<file path="src/rtl/tmr_pkg.sv">
package tmr_pkg;

    localparam int unsigned OFF_LOAD  = 'h00;
    localparam int unsigned OFF_CUR   = 'h04;
    localparam int unsigned OFF_CTRL  = 'h08;
    localparam int unsigned OFF_ACK   = 'h0C;
    localparam int unsigned OFF_STAT  = 'h10;
    localparam int unsigned CH_STRIDE = 'h14;

    localparam int unsigned G_STAT    = 'hA0;
    localparam int unsigned G_ACK     = 'hA4;
    localparam int unsigned G_RAW     = 'hA8;
    localparam int unsigned G_VER     = 'hAC;

    localparam int unsigned CTRL_W    = 3;
    localparam int unsigned BIT_EN    = 0;
    localparam int unsigned BIT_PER   = 1;
    localparam int unsigned BIT_MASK  = 2;

    typedef enum logic [3:0] {
        RK_NONE,
        RK_LOAD,
        RK_CUR,
        RK_CTRL,
        RK_ACK,
        RK_STAT,
        RK_GSTAT,
        RK_GACK,
        RK_GRAW,
        RK_GVER
    } reg_kind_e;

    typedef enum logic [0:0] {
        CH_HALT,
        CH_RUN
    } ch_state_e;

endpackage

</file>
<file path="src/rtl/tmr_addr_decode.sv">
module tmr_addr_decode
    import tmr_pkg::*;
#(
    parameter int unsigned NUM_CH = 2,
    parameter int unsigned ADDR_W = 8
) (
    input  logic [ADDR_W-1:0] addr_i,
    output logic [NUM_CH-1:0] ch_sel_o,
    output reg_kind_e         kind_o
);

    localparam logic [ADDR_W-1:0] A_LOAD  = ADDR_W'(OFF_LOAD);
    localparam logic [ADDR_W-1:0] A_CUR   = ADDR_W'(OFF_CUR);
    localparam logic [ADDR_W-1:0] A_CTRL  = ADDR_W'(OFF_CTRL);
    localparam logic [ADDR_W-1:0] A_ACK   = ADDR_W'(OFF_ACK);
    localparam logic [ADDR_W-1:0] A_STAT  = ADDR_W'(OFF_STAT);
    localparam logic [ADDR_W-1:0] A_GSTAT = ADDR_W'(G_STAT);
    localparam logic [ADDR_W-1:0] A_GACK  = ADDR_W'(G_ACK);
    localparam logic [ADDR_W-1:0] A_GRAW  = ADDR_W'(G_RAW);
    localparam logic [ADDR_W-1:0] A_GVER  = ADDR_W'(G_VER);

    logic [NUM_CH-1:0] in_rng;
    logic [ADDR_W-1:0] off_v [NUM_CH];
    logic [ADDR_W-1:0] off;
    logic              hit;

    for (genvar g = 0; g < NUM_CH; g++) begin : g_rng
        localparam int unsigned BASE = g * CH_STRIDE;
        assign in_rng[g] = (int'(addr_i) >= BASE) && (int'(addr_i) < BASE + CH_STRIDE);
        assign off_v[g]  = addr_i - ADDR_W'(BASE);
    end

    always_comb begin
        ch_sel_o = '0;
        off      = '0;
        hit      = 1'b0;
        for (int i = 0; i < NUM_CH; i++) begin
            if (in_rng[i]) begin
                ch_sel_o[i] = 1'b1;
                off         = off_v[i];
                hit         = 1'b1;
            end
        end
    end

    always_comb begin
        kind_o = RK_NONE;
        if (hit) begin
            case (off)
                A_LOAD:  kind_o = RK_LOAD;
                A_CUR:   kind_o = RK_CUR;
                A_CTRL:  kind_o = RK_CTRL;
                A_ACK:   kind_o = RK_ACK;
                A_STAT:  kind_o = RK_STAT;
                default: kind_o = RK_NONE;
            endcase
        end else begin
            case (addr_i)
                A_GSTAT: kind_o = RK_GSTAT;
                A_GACK:  kind_o = RK_GACK;
                A_GRAW:  kind_o = RK_GRAW;
                A_GVER:  kind_o = RK_GVER;
                default: kind_o = RK_NONE;
            endcase
        end
    end

endmodule

</file>
<file path="src/rtl/tmr_channel.sv">
module tmr_channel
    import tmr_pkg::*;
#(
    parameter int unsigned CNT_W = 32
) (
    input  logic              clk,
    input  logic              rst_n,
    input  logic              load_we_i,
    input  logic [CNT_W-1:0]  load_wdata_i,
    input  logic              ctrl_we_i,
    input  logic [CTRL_W-1:0] ctrl_wdata_i,
    input  logic              clr_i,
    output logic [CNT_W-1:0]  count_o,
    output logic [CNT_W-1:0]  load_o,
    output logic [CTRL_W-1:0] ctrl_o,
    output logic              raw_o,
    output logic              irq_o
);

    ch_state_e         state_q, state_d;
    logic [CNT_W-1:0]  count_q, count_d;
    logic [CNT_W-1:0]  load_q;
    logic [CTRL_W-1:0] ctrl_q;
    logic              raw_q, raw_d;
    logic              tc;
    logic              en, periodic, masked;

    assign en       = ctrl_q[BIT_EN];
    assign periodic = ctrl_q[BIT_PER];
    assign masked   = ctrl_q[BIT_MASK];

    // Software-visible configuration registers.
    always_ff @(posedge clk or negedge rst_n) begin
        if (!rst_n) begin
            load_q <= '0;
            ctrl_q <= '0;
        end else begin
            if (load_we_i) load_q <= load_wdata_i;
            if (ctrl_we_i) ctrl_q <= ctrl_wdata_i;
        end
    end

    // State register process.
    always_ff @(posedge clk or negedge rst_n) begin
        if (!rst_n) begin
            state_q <= CH_HALT;
            count_q <= '0;
            raw_q   <= 1'b0;
        end else begin
            state_q <= state_d;
            count_q <= count_d;
            raw_q   <= raw_d;
        end
    end

    // Next-state and count engine: arm, wrap, stop.
    always_comb begin
        state_d = state_q;
        count_d = count_q;
        tc      = 1'b0;
        unique case (state_q)
            CH_HALT: begin
                if (en) begin
                    state_d = CH_RUN;
                    count_d = load_q;
                end
            end
            CH_RUN: begin
                if (!en) begin
                    state_d = CH_HALT;
                end else if (count_q == '0) begin
                    tc      = 1'b1;
                    count_d = periodic ? load_q : '1;
                end else begin
                    count_d = count_q - 1'b1;
                end
            end
            default: state_d = CH_HALT;
        endcase
        raw_d = tc | (raw_q & ~clr_i);
    end

    // Output process.
    always_comb begin
        count_o = count_q;
        load_o  = load_q;
        ctrl_o  = ctrl_q;
        raw_o   = raw_q;
        irq_o   = raw_q & ~masked;
    end

    p_arm_loads_r2: assert property (@(posedge clk) disable iff (!rst_n)
        (state_q == CH_HALT && en) |=> (count_q == $past(load_q)));

    p_periodic_wrap_r3: assert property (@(posedge clk) disable iff (!rst_n)
        (state_q == CH_RUN && en && periodic && count_q == '0) |=> (count_q == $past(load_q) && raw_q));

    p_free_wrap_r4: assert property (@(posedge clk) disable iff (!rst_n)
        (state_q == CH_RUN && en && !periodic && count_q == '0) |=> (&count_q && raw_q));

    p_halt_holds_r5: assert property (@(posedge clk) disable iff (!rst_n)
        (!en && !$past(en)) |-> $stable(count_q));

    p_ack_clears_r7: assert property (@(posedge clk) disable iff (!rst_n)
        (clr_i && !tc) |=> !raw_q);

    p_event_beats_ack_r9: assert property (@(posedge clk) disable iff (!rst_n)
        (clr_i && tc) |=> raw_q);

endmodule

</file>
<file path="src/rtl/apb_tick_timer.sv">
module apb_tick_timer
    import tmr_pkg::*;
#(
    parameter int unsigned NUM_CH     = 2,
    parameter int unsigned CNT_W      = 32,
    parameter int unsigned ADDR_W     = 8,
    parameter int unsigned DATA_W     = 32,
    parameter logic [31:0] VERSION_ID = 32'h5449_0107
) (
    input  logic              pclk,
    input  logic              presetn,
    input  logic              psel,
    input  logic              penable,
    input  logic              pwrite,
    input  logic [ADDR_W-1:0] paddr,
    input  logic [DATA_W-1:0] pwdata,
    output logic [DATA_W-1:0] prdata,
    output logic              pready,
    output logic              pslverr,
    output logic [NUM_CH-1:0] tmr_irq,
    output logic              tmr_irq_any
);

    logic              access, wr_en, rd_en;
    logic [NUM_CH-1:0] ch_sel;
    reg_kind_e         kind;

    logic [CNT_W-1:0]  count_v [NUM_CH];
    logic [CNT_W-1:0]  load_v  [NUM_CH];
    logic [CTRL_W-1:0] ctrl_v  [NUM_CH];
    logic [NUM_CH-1:0] raw_v;
    logic [NUM_CH-1:0] clr_v;
    logic [NUM_CH-1:0] load_we_v;
    logic [NUM_CH-1:0] ctrl_we_v;

    assign access  = psel & penable;
    assign wr_en   = access & pwrite;
    assign rd_en   = access & ~pwrite;
    assign pready  = 1'b1;
    assign pslverr = 1'b0;

    tmr_addr_decode #(
        .NUM_CH (NUM_CH),
        .ADDR_W (ADDR_W)
    ) u_decode (
        .addr_i   (paddr),
        .ch_sel_o (ch_sel),
        .kind_o   (kind)
    );

    for (genvar g = 0; g < NUM_CH; g++) begin : g_ch
        assign load_we_v[g] = wr_en & ch_sel[g] & (kind == RK_LOAD);
        assign ctrl_we_v[g] = wr_en & ch_sel[g] & (kind == RK_CTRL);
        assign clr_v[g]     = rd_en & ((ch_sel[g] & (kind == RK_ACK)) | (kind == RK_GACK));

        tmr_channel #(
            .CNT_W (CNT_W)
        ) u_ch (
            .clk          (pclk),
            .rst_n        (presetn),
            .load_we_i    (load_we_v[g]),
            .load_wdata_i (pwdata[CNT_W-1:0]),
            .ctrl_we_i    (ctrl_we_v[g]),
            .ctrl_wdata_i (pwdata[CTRL_W-1:0]),
            .clr_i        (clr_v[g]),
            .count_o      (count_v[g]),
            .load_o       (load_v[g]),
            .ctrl_o       (ctrl_v[g]),
            .raw_o        (raw_v[g]),
            .irq_o        (tmr_irq[g])
        );
    end

    assign tmr_irq_any = |tmr_irq;

    always_comb begin
        prdata = '0;
        for (int i = 0; i < NUM_CH; i++) begin
            if (ch_sel[i]) begin
                unique case (kind)
                    RK_LOAD: prdata = DATA_W'(load_v[i]);
                    RK_CUR:  prdata = DATA_W'(count_v[i]);
                    RK_CTRL: prdata = DATA_W'(ctrl_v[i]);
                    RK_STAT: prdata = DATA_W'(tmr_irq[i]);
                    default: prdata = '0;
                endcase
            end
        end
        unique case (kind)
            RK_GSTAT: prdata = DATA_W'(tmr_irq);
            RK_GRAW:  prdata = DATA_W'(raw_v);
            RK_GVER:  prdata = DATA_W'(VERSION_ID);
            default:  ;
        endcase
    end

    p_unmapped_zero_r11: assert property (@(posedge pclk) disable iff (!presetn)
        (rd_en && kind == RK_NONE) |-> (prdata == '0));

    p_global_ack_r8: assert property (@(posedge pclk) disable iff (!presetn)
        (rd_en && kind == RK_GACK) |-> (clr_v == {NUM_CH{1'b1}}));

    p_mask_quiet_r6: assert property (@(posedge pclk) disable iff (!presetn)
        (raw_v == '0) |-> !tmr_irq_any);

endmodule

</file>
<file path="config.mk">
export PLATFORM = sky130hd
export DESIGN_NAME = apb_tick_timer
export DESIGN_NICKNAME = d
export VERILOG_FILES = /design/src/rtl/tmr_pkg.sv /design/src/rtl/tmr_addr_decode.sv /design/src/rtl/tmr_channel.sv /design/src/rtl/apb_tick_timer.sv
export SDC_FILE = /design/constraint.sdc
export NUM_CORES = 1
export LEC_CHECK = 0
export ABC_AREA = 1
export CORE_MARGIN = 2
export CORE_UTILIZATION = 40
export CTS_CLUSTER_SIZE = 14
export DETAILED_ROUTE_END_ITERATION = 8
export DONT_BUFFER_PORTS = 1
export GPL_TIMING_DRIVEN = 0
export PLACE_DENSITY_LB_ADDON = 0.15
export RECOVER_POWER = 100
export SLEW_MARGIN = 20
export SYNTH_ARGS = -nofsm -noshare
export SYNTH_HDL_FRONTEND = slang
export SYNTH_HIERARCHICAL = 1
export SYNTH_SLANG_ARGS = --single-unit
</file>
<file path="constraint.sdc">
create_clock -name pclk -period 3.3 [get_ports pclk]
set_input_delay 0.33 -clock pclk [delete_from_list [all_inputs] [get_ports pclk]]
set_output_delay 0.33 -clock pclk [all_outputs]
set_load 0.05 [all_outputs]
</file>
==> flow_summary.json <==
{
  "cp_top_family": "simple AND/OR/NAND/NOR gates",
  "end_kind": "output pin",
  "antenna_found_initial": 1,
  "die_x_um": 164,
  "pwr-share-comb_pct": 27.9,
  "place_inst": 1882,
  "fmax_mhz": 319,
  "drt_iter0_drc": 800,
  "yosys.area_share.simple_pct": 42.9,
  "grt_pass1_wl_um": 54500,
  "maxCapViolCount": 0,
  "final_util_pct": 45.2,
  "synth_edf_count": 0,
  "cts_buffer_depth": 2,
  "overflow": 0,
  "mostFrequentLayoutCell": "nand2_1",
  "h-tree-depth": 4,
  "ant_nets": 0,
  "ios": 82,
  "syn-num-nets": 1606,
  "crit_path_frequent_cell": "nand2_1",
  "die-area_um2": 26800,
  "grt.busiest_layer": "met2",
  "synth.distinct_cells": 40,
  "num_vias": 9985,
  "synthAdderAreaFrac_pct": 1.10,
  "fin_worst_skew_ns": 0.00800,
  "cts.sinks": 138,
  "crit_type": "in -> out",
  "gp_congestion": 0.967,
  "crit_cells": 20,
  "violations": "hold timing",
  "hpwl_um": 27500,
  "grt_pass1_vias": 9346,
  "grt_start_max_net_pins": 139,
  "yosys_warnings": 6,
  "arrival_ns": 2.80,
  "async_flop_share_pct": 100,
  "grtUsageMet1_pct": 35.7,
  "cts_buffers": 17,
  "p_leak_nw": 5.36,
  "worst_pin_slew_ns": 1.10,
  "syn2layout_area_growth_pct": 11.3,
  "grt_usage_pct": 26.8,
  "muxShareOfSynthArea_pct": 0.221,
  "fp-row-count": 58,
  "relSlewSlack_pct": 26.3,
  "io_buffers": 0,
  "critPathMaxFanout": 10,
  "start_kind": "primary input",
  "use_met2_pct": 44.7,
  "start_util_pct": 40.7,
  "stdcell_count": 1918,
  "synth-xor-area-share_pct": 2.83,
  "fin_hold_ws_ns": -0.399,
  "p_int_w": 0.00412,
  "dpl-instance-area_um2": 10600,
  "cts_tree": "done",
  "die_h_um": 164,
  "peakVddDrop_mv": 0.217,
  "setup_viol": 0,
  "seq_area_um2": 3450,
  "pwr-share-clk_pct": 30.0,
  "core_area_um2": 25100,
  "switching_share_pct": 39.2,
  "fillers": 2695,
  "ys.flop_type": "dfrtp_1",
  "final_cell_mix": "nand2_1 (559), nand3_1 (171), inv_1 (145)",
  "cts_root_buf": "clkbuf_16",
  "seq_power_share_pct": 42.1,
  "drc": 0,
  "min_path_type": "in -> async",
  "design_area_um2": 11400,
  "syn_area_per_cell_um2": 6.58,
  "status": "complete, but fails checks",
  "fin_setup_tns_ns": 0,
  "rrSetupSlack_ns": 0.29,
  "path_buf_inv": 6,
  "avgRoutedWirePerCell_um": 18.2,
  "reg2reg_to": "g_ch[0].u_ch/count_o[28]",
  "ys_seq_area_share_pct": 33.8,
  "worstPathCellList": "clkinvlp_4, ha_2, inv_2, nand2_1, nand2_2, nor2_4, buf_4, nand3_2, nand2_1, nand2_1, nand3_1, nand2_2, inv_2, nor2_4, nand2_1, inv_4, buf_4, a22o_1, nand2_1, nand2_1",
  "synth_compound_area_share_pct": 9.34,
  "drtPass1Iterations": 6,
  "netlist_area_um2": 10200,
  "slew_violations": 0,
  "viasPerCell": 5.21,
  "use_met3_pct": 3.41,
  "drive_above_1_share_pct": 12.7,
  "synth_cells": 1552,
  "p_sw_w": 0.00265,
  "routed_wl_um": 35000,
  "period_minus_slack_ns": 3.13,
  "slowest_stage": "nand2_1",
  "nets": 1632,
  "r2r_start": "g_ch[0].u_ch/count_o[0]",
  "worstPathRequired_ns": 2.97,
  "max_stage_delay_ns": 0.41,
  "fin_crit_sh_pct": 95.0,
  "synth_top_family_by_area": "simple AND/OR/NAND/NOR gates",
  "p_per_area_nw_per_um2": 596,
  "rr_worst_depth": 11,
  "synth-seq-cells": 138,
  "hold_violations": 138,
  "cts.clk_slew.worst_paths_ns": 0.06,
  "insertion_delay_ns": 0.42,
  "multi_input_area_um2": 5830,
  "n_antenna_cell": 0
}
-- repair_timing --
item                       in CTS  in global routing
hold endpoints to repair      138                138
setup endpoints to repair      86                 96
setup buffers                   2                  5
pin swaps                       3                  3
gates resized for setup        42                 15
-- synthesized netlist by cell type (3+ instances only) --
cell type,instances,area share (%)
ha_1,9,1.1
or2_2,3,0.18
buf_4,14,1.0
inv_2,7,0.26
dfrtp_1,138,34
xor2_1,28,2.4
nor2_4,15,1.7
inv_1,148,5.4
buf_1,3,0.11
o21ai_1,8,0.39
buf_6,9,0.99
nand3_2,12,1.2
nor2_1,100,3.7
xnor2_1,5,0.43
clkbuf_1,32,1.2
nor3_1,5,0.25
buf_2,12,0.59
nand2_2,27,1.7
nor2_2,21,1.3
a22o_1,22,1.9
a21oi_1,30,1.5
nand4_1,21,1.3
nand2_1,581,21
o21ai_0,91,4.5
nand3_1,178,8.7
nand3b_1,8,0.59
-- metrics by stage --
stage               total power, W  worst slack [ns]
global placement           0.00470            -0.580
floorplan                  0.00409             0.431
detailed placement         0.00473            -0.623
global route               0.00721           -0.0259
CTS                        0.00678           0.00274
finish                     0.00677             0.165
-- flip-flops by register name, summed over array words and instances, names as in the netlist --
signal             flops
g_ch.u_ch/ctrl_o       6
g_ch.u_ch/load_o      64
g_ch.u_ch/state_q      2
g_ch.u_ch/count_o     64
g_ch.u_ch/raw_o        2
-- worst max path at each step --
stage / startpoint / to / slack [ns]
floorplan: paddr[2] / prdata[1] / 0.43
global placement: paddr[2] / g_ch[1].u_ch/load_o[3] / -0.58
detailed placement: paddr[2] / g_ch[1].u_ch/load_o[3] / -0.62
CTS: paddr[2] / prdata[1] / 0.003
global route: paddr[2] / prdata[1] / -0.03
finish: paddr[2] / prdata[31] / 0.17
-- worst reg2reg max path, stage by stage, from the launching register on --
cell and delay [ns]:
dfrtp_1 0.41, inv_1 0.13, ha_1 0.25, nand2_1 0.07, nor2_1 0.19, nand3_4 0.11, nor2_1 0.76, nor2_1 0.34
clkbuf_2 0.34, nand3_1 0.19, nand3_1 0.09, nand2_1 0.06
-- logic make-up after synthesis --
kind of cell,Yosys count
fa+ha+maj,9
simple gates,979
mux,2
compound gates,162
flops,138
other cells,2
xor+xnor,33
buf+inv,227
-- cell type report --
type / count / share of cell area, %
Buffer: 70 / 3.49
Multi-Input combinational cell: 1187 / 51.3
Tap cell: 330 / 3.63
Clock buffer: 20 / 4.02
Inverter: 157 / 5.24
Sequential cell: 138 / 30.4
Clock inverter: 9 / 1.30
Timing Repair Buffer: 7 / 0.573
-- metal layers --
layer / part of all wire (%) / vias to the layer above
met3: 4.5 / 60
met4: 3.1 / 0
li1: - / 4995
met2: 48 / 269
met1: 44 / 4661
met5: 0 / -
-- power groups by stage --
stage                     combinational, W  clock, W  sequential, W
final                              0.00189   0.00203        0.00285
after global routing               0.00216   0.00213        0.00292
after CTS                          0.00189   0.00205        0.00283
after detailed placement           0.00187         0        0.00286
after global placement             0.00184         0        0.00286
after floorplan                    0.00152         0        0.00258
(Power assumes the default switching activity.)
